==> src/rtl/ir_msm_pkg.sv <==
package ir_msm_pkg;
  localparam int BYTE_W = 8;

  typedef enum logic [1:0] {
    MODE_TIME = 2'b00,
    MODE_BASE = 2'b01,
    MODE_FSK  = 2'b10,
    MODE_ALT  = 2'b11
  } msm_mode_e;
endpackage

==> src/rtl/ir_msm_regs.sv <==
module ir_msm_regs
  import ir_msm_pkg::*;
#(
  parameter int CNT_W  = 16,
  parameter int ADDR_W = 3
) (
  input  logic              clk,
  input  logic              rst_n,
  input  logic              wr_en,
  input  logic [ADDR_W-1:0] wr_addr,
  input  logic [BYTE_W-1:0] wr_data,
  output logic [CNT_W-1:0]  mark_buf,
  output logic [CNT_W-1:0]  space_buf,
  output logic              enable,
  output msm_mode_e         mode
);
  localparam int NB       = CNT_W / BYTE_W;
  localparam int CTRL_IDX = 2 * NB;

  logic [BYTE_W-1:0] mark_b  [NB];
  logic [BYTE_W-1:0] space_b [NB];

  for (genvar b = 0; b < NB; b++) begin : g_lane
    always_ff @(posedge clk) begin
      if (!rst_n) begin
        mark_b[b]  <= '0;
        space_b[b] <= '0;
      end else if (wr_en) begin
        if (wr_addr == ADDR_W'(b))      mark_b[b]  <= wr_data;
        if (wr_addr == ADDR_W'(NB + b)) space_b[b] <= wr_data;
      end
    end
    assign mark_buf[b*BYTE_W +: BYTE_W]  = mark_b[b];
    assign space_buf[b*BYTE_W +: BYTE_W] = space_b[b];
  end

  always_ff @(posedge clk) begin
    if (!rst_n) begin
      enable <= 1'b0;
      mode   <= MODE_TIME;
    end else if (wr_en && wr_addr == ADDR_W'(CTRL_IDX)) begin
      enable <= wr_data[0];
      mode   <= msm_mode_e'(wr_data[2:1]);
    end
  end
endmodule

==> src/rtl/ir_msm_timer.sv <==
module ir_msm_timer #(
  parameter int CNT_W = 16
) (
  input  logic             clk,
  input  logic             rst_n,
  input  logic             enable,
  input  logic             tick,
  input  logic [CNT_W-1:0] mark_buf,
  input  logic [CNT_W-1:0] space_buf,
  output logic             gate,
  output logic             wrap
);
  logic [CNT_W:0]   cnt_q;
  logic [CNT_W:0]   cnt_dec;
  logic [CNT_W-1:0] spc_q;
  logic             match;

  assign cnt_dec = cnt_q - (CNT_W+1)'(1);
  assign match   = cnt_dec[CNT_W] && ((~cnt_dec[CNT_W-1:0]) == spc_q);
  assign wrap    = enable && tick && match;
  assign gate    = enable && !cnt_q[CNT_W];

  always_ff @(posedge clk) begin
    if (!rst_n) begin
      cnt_q <= '0;
      spc_q <= '0;
    end else if (!enable || wrap) begin
      cnt_q <= {1'b0, mark_buf};
      spc_q <= space_buf;
    end else if (tick) begin
      cnt_q <= cnt_dec;
    end
  end

  a_r3_reload_positive: assert property (@(posedge clk) disable iff (!rst_n)
    wrap |=> (!cnt_q[CNT_W] && cnt_q[CNT_W-1:0] == $past(mark_buf)));

  a_r4_space_bound: assert property (@(posedge clk) disable iff (!rst_n)
    (enable && cnt_q[CNT_W]) |-> ((~cnt_q[CNT_W-1:0]) < spc_q));
endmodule

==> src/rtl/ir_msm_out.sv <==
module ir_msm_out
  import ir_msm_pkg::*;
(
  input  logic      clk,
  input  logic      rst_n,
  input  logic      enable,
  input  msm_mode_e mode,
  input  logic      gate,
  input  logic      wrap,
  input  logic      carrier_in,
  output logic      mod_out,
  output logic      fsk_sel,
  output logic      cycle_end
);
  always_comb begin
    if (mode == MODE_BASE) mod_out = gate;
    else                   mod_out = gate && carrier_in;
  end

  always_ff @(posedge clk) begin
    if (!rst_n) begin
      fsk_sel   <= 1'b0;
      cycle_end <= 1'b0;
    end else begin
      cycle_end <= wrap;
      if (!enable)                     fsk_sel <= 1'b0;
      else if (wrap && mode == MODE_FSK) fsk_sel <= !fsk_sel;
    end
  end

  a_r7_fsk_toggle: assert property (@(posedge clk) disable iff (!rst_n)
    (enable && wrap && mode == MODE_FSK) |=> (fsk_sel != $past(fsk_sel)));

  a_r7_fsk_hold: assert property (@(posedge clk) disable iff (!rst_n)
    (enable && mode != MODE_FSK) |=> $stable(fsk_sel));

  a_r9_idle_low: assert property (@(posedge clk) disable iff (!rst_n)
    !enable |-> !mod_out);

  a_r10_pulse_follows: assert property (@(posedge clk) disable iff (!rst_n)
    wrap |=> cycle_end);
endmodule

==> src/rtl/ir_mark_space_mod.sv <==
module ir_mark_space_mod
  import ir_msm_pkg::*;
#(
  parameter int CNT_W  = 16,
  parameter int ADDR_W = 3
) (
  input  logic              clk,
  input  logic              rst_n,
  input  logic              wr_en,
  input  logic [ADDR_W-1:0] wr_addr,
  input  logic [7:0]        wr_data,
  input  logic              carrier_in,
  input  logic              tick,
  output logic              mod_out,
  output logic              fsk_sel,
  output logic              cycle_end
);
  logic [CNT_W-1:0] mark_buf;
  logic [CNT_W-1:0] space_buf;
  logic             enable;
  msm_mode_e        mode;
  logic             gate;
  logic             wrap;

  ir_msm_regs #(.CNT_W(CNT_W), .ADDR_W(ADDR_W)) u_regs (
    .clk(clk), .rst_n(rst_n), .wr_en(wr_en), .wr_addr(wr_addr),
    .wr_data(wr_data), .mark_buf(mark_buf), .space_buf(space_buf),
    .enable(enable), .mode(mode)
  );

  ir_msm_timer #(.CNT_W(CNT_W)) u_timer (
    .clk(clk), .rst_n(rst_n), .enable(enable), .tick(tick),
    .mark_buf(mark_buf), .space_buf(space_buf), .gate(gate), .wrap(wrap)
  );

  ir_msm_out u_out (
    .clk(clk), .rst_n(rst_n), .enable(enable), .mode(mode), .gate(gate),
    .wrap(wrap), .carrier_in(carrier_in), .mod_out(mod_out),
    .fsk_sel(fsk_sel), .cycle_end(cycle_end)
  );

  a_r9_fsk_cleared: assert property (@(posedge clk) disable iff (!rst_n)
    !enable |=> !fsk_sel);
endmodule

==> config.mk <==
export PLATFORM = sky130hd
export DESIGN_NAME = ir_mark_space_mod
export DESIGN_NICKNAME = d
export VERILOG_FILES = /design/src/rtl/ir_msm_pkg.sv /design/src/rtl/ir_msm_regs.sv /design/src/rtl/ir_msm_timer.sv /design/src/rtl/ir_msm_out.sv /design/src/rtl/ir_mark_space_mod.sv
export SDC_FILE = /design/constraint.sdc
export NUM_CORES = 1
export LEC_CHECK = 0
export ABC_CLOCK_PERIOD_IN_PS = 4090
export BUFFER_PORTS_ARGS = -buffer_cell sky130_fd_sc_hd__clkbuf_2
export CAP_MARGIN = 15
export CELL_PAD_IN_SITES_DETAIL_PLACEMENT = 0
export CELL_PAD_IN_SITES_GLOBAL_PLACEMENT = 1
export CORE_ASPECT_RATIO = 1.25
export CORE_UTILIZATION = 30
export DETAILED_ROUTE_END_ITERATION = 12
export GPL_ROUTABILITY_DRIVEN = 0
export PLACE_DENSITY = 0.63
export SYNTH_ARGS = -nofsm -noshare
export SYNTH_HDL_FRONTEND = slang
export SYNTH_SLANG_ARGS = --single-unit
==> constraint.sdc <==
create_clock -name clk -period 4.09 [get_ports clk]
set_clock_uncertainty 0.1 [all_clocks]
set_input_delay 0.818 -clock clk [delete_from_list [all_inputs] [get_ports clk]]
set_output_delay 0.818 -clock clk [all_outputs]
set_load 0.02 [all_outputs]
==> flow_metrics.env <==
export IMPL_diodes=0
export IMPL_grt_usage_pct=13.37
export IMPL_max_freq_mhz=311.3
export IMPL_maxCapViolCount=0
export IMPL_drc_errors=0
export IMPL_numCtsBuffers=9
export IMPL_crit_arrival_ns=3.32
export IMPL_ys_async_sr_fraction_pct=0
export IMPL_synth_ff_latch_count=70
export IMPL_viasPerCell=4.815
export IMPL_path_clk_slew_ns=0.05
export IMPL_hold_start="u_regs.space_b[1][3]$_SDFFCE_PN0P_"
export IMPL_status="finished, final reports clean"
export IMPL_place_inst=499
export IMPL_power_leakage_nw=1.524
export IMPL_port_buffers=18
export IMPL_p_switching_mw=0.4100
export IMPL_final_common_cell="dfxtp_1"
export IMPL_antenna_found_initial=0
export IMPL_stdcell_count=518
export IMPL_finalNetCount=395
export IMPL_rr_startpoint="u_timer.cnt_q[0]$_SDFFE_PN0P_"
export IMPL_clkPwrFrac_pct=44.1
export IMPL_finalCriticalPeriod_ns=3.212
export IMPL_syn_cell_area_um2=3513
export IMPL_required_ns=4.20
export IMPL_cts_hold_buf=0
export IMPL_avgSynthCellArea_um2=9.705
export IMPL_area_growth_pct=14.92
export IMPL_max_slew_margin_pct=28.91
export IMPL_dpl_hpwl_mm=5.569
export IMPL_fin_util_pct=35.91
export IMPL_layout_drive_gt1_share_pct=12.01
export IMPL_ys_flop_type="dfxtp_1"
export IMPL_tightest_slew_ns=1.055
export IMPL_cts_buffer_depth=2
export IMPL_yosys_warnings=0
export IMPL_drv_slew=0
export IMPL_die_w_um=98.80
export IMPL_syn_nets=379
export IMPL_syn_inst=362
export IMPL_firstDrtPassIters=6
export IMPL_setup_slack_ns=0.8781
export IMPL_worstSetupStartpoint="u_timer.cnt_q[0]$_SDFFE_PN0P_"
export IMPL_start_util_pct=31.25
export IMPL_cts_tree="built"
export IMPL_critical_path_class="reg -> reg"
export IMPL_swShare_pct=22.98
export IMPL_io_pins=19
export IMPL_cts_setup_buffers=0
export IMPL_cts_sinks=70
export IMPL_drt_iter0_drc=146
export IMPL_p_int_mw=1.374
export IMPL_pwr_density_cell_nw_per_um2=441.9
export IMPL_grt_pass1_wl_mm=12.21
export IMPL_wl_per_cell_um=14.45
export IMPL_end_kind="flop"
export IMPL_grt_max_degree=61
export IMPL_cts_resized=0
export IMPL_hold_violations=0
export IMPL_rsz0062_at_grt="no"
export IMPL_h_tree_depth=3
export IMPL_wirelength_mm=7.486
export IMPL_pwr_share_seq_pct=45.5
export IMPL_hold_class="reg -> reg"
export IMPL_core_um2=11240
export IMPL_die_area_um2=12150
export IMPL_via_count=2494
export IMPL_rows=43
export IMPL_cts_root_buf="clkbuf_16"
export IMPL_total_power_mw=1.784
export IMPL_grt_pass1_vias=2358
export IMPL_die_y_um=123.0
export IMPL_pre_cts_ws_ns=0.7999
export IMPL_grt_ovfl_total=0
export IMPL_irDropWorstVdd_v=0.0001998
export IMPL_synthDistinctLibCells=47
export IMPL_drtAntennaViolNets=0
export IMPL_layout_common_cells="dfxtp_1, and2_1, nand2_1, nand3_1, edfxtp_1"
export IMPL_finalSetupTns_ns=0
export IMPL_finalCritPeriodShare_pct=78.53
export IMPL_synth_edf_count=32
export IMPL_ys_seq_area_share_pct=49.00
export IMPL_clkLatencyLatePin_ns=0.33
export IMPL_setup_violations=0
export IMPL_worstSetupStartpointType="flop"
export IMPL_power_frac_comb_pct=10.4
export IMPL_cp_max_fo=60
==> path summary, 6_finish.rpt <==
kind | to | slack, ns | depth (start not counted)
setup reg to reg | u_timer.cnt_q[11]$_SDFFE_PN0P_ | 0.88 | 8
setup / recovery | u_timer.cnt_q[11]$_SDFFE_PN0P_ | 0.88 | 8
hold reg to reg | u_timer.spc_q[11]$_SDFFE_PN0P_ | 0.37 | 2
hold / removal | u_timer.spc_q[11]$_SDFFE_PN0P_ | 0.37 | 2
==> area by class of cell <==
type	instances	area, um2
multi-input combinational	264	1663
sequential	70	1722
tap	135	168.9
fill	1160	7207
inverter	6	22.52
clock inverter	4	43.79
timing repair buffer	27	150.1
clock buffer	12	267.8
==> critical path, stage by stage, from the launching register on <==
cell       delay [ns]
dfxtp_1          0.37
or4_4            0.60
or3_1            0.32
a311oi_1         0.35
o2bb2ai_1        0.17
o41ai_4          0.33
buf_4            0.51
mux2i_1          0.25
nor2_1           0.06
==> registers in the layout, indices dropped and copies added, names as in the netlist <==
register and cells:
u_regs.mark_b 16, u_regs.mode 2, u_timer.spc_q 16, u_timer.cnt_q 17
u_regs.enable 1, u_regs.space_b 16, u_out.fsk_sel 1, u_out.cycle_end 1
==> metal layers <==
| metal | vias up | wire length, um | global-route usage [%] |
|---|---|---|---|
| met4 | 0 | 239 | 8.675 |
| met5 | - | 0 | 0 |
| met2 | 47 | 3378 | 20.54 |
| li1 | 1316 | - | - |
| met3 | 14 | 316 | 2.261 |
| met1 | 1117 | 3552 | 17.43 |
==> through the flow <==
stage,hold WS [ns],cell area (um2)
2_1_floorplan,0.3366,3513
3_3_place_gp,0.3492,3711
3_5_place_dp,0.3529,3711
4_1_cts,0.3680,4023
5_1_grt,0.3855,4038
6_report,0.3661,4038
==> Yosys cell counts (2+ instances only) <==
master | instances | area (um2)
nand2b_1 | 3 | 18.77
and2_1 | 33 | 206.5
nor2_1 | 21 | 78.83
buf_2 | 7 | 35.03
clkbuf_1 | 12 | 45.04
or3_1 | 4 | 25.02
or4_1 | 2 | 15.01
nor3_1 | 11 | 55.05
nand4_1 | 7 | 43.79
nand3_1 | 32 | 160.2
nor4_2 | 2 | 25.02
a31oi_1 | 2 | 12.51
nor4_1 | 3 | 18.77
o21ai_0 | 24 | 120.1
a21oi_1 | 3 | 15.01
buf_6 | 2 | 22.52
a22oi_1 | 2 | 15.01
edfxtp_1 | 32 | 960.9
o31ai_1 | 9 | 67.56
and3_1 | 3 | 18.77
nand2_1 | 32 | 120.1
mux2i_1 | 9 | 90.09
xor2_1 | 17 | 148.9
inv_1 | 5 | 18.77
xnor2_1 | 21 | 183.9
nor3b_1 | 5 | 37.54
dfxtp_1 | 38 | 760.7
and4_1 | 2 | 17.52
==> power by group through the flow <==
stage                     Sequential, mW  Clock [mW]  Combinational (mW)
final                              0.811       0.788               0.186
after global routing               0.817       0.838               0.208
after CTS                          0.811       0.807               0.186
after detailed placement           0.825           0               0.185
after global placement             0.825           0               0.186
after floorplan                    0.807           0               0.147
==> cells by family after synthesis <==
kind of cell	share of synthesized area, %
AOI/OAI and AO/OA	9.188
xor gates and xnor gates	9.473
adders and majority gates	0.3561
buffers and inverters	3.668
DFF	49.00
muxes	2.564
and+or+nand+nor	25.75
Power figures use the tool's default switching activity.
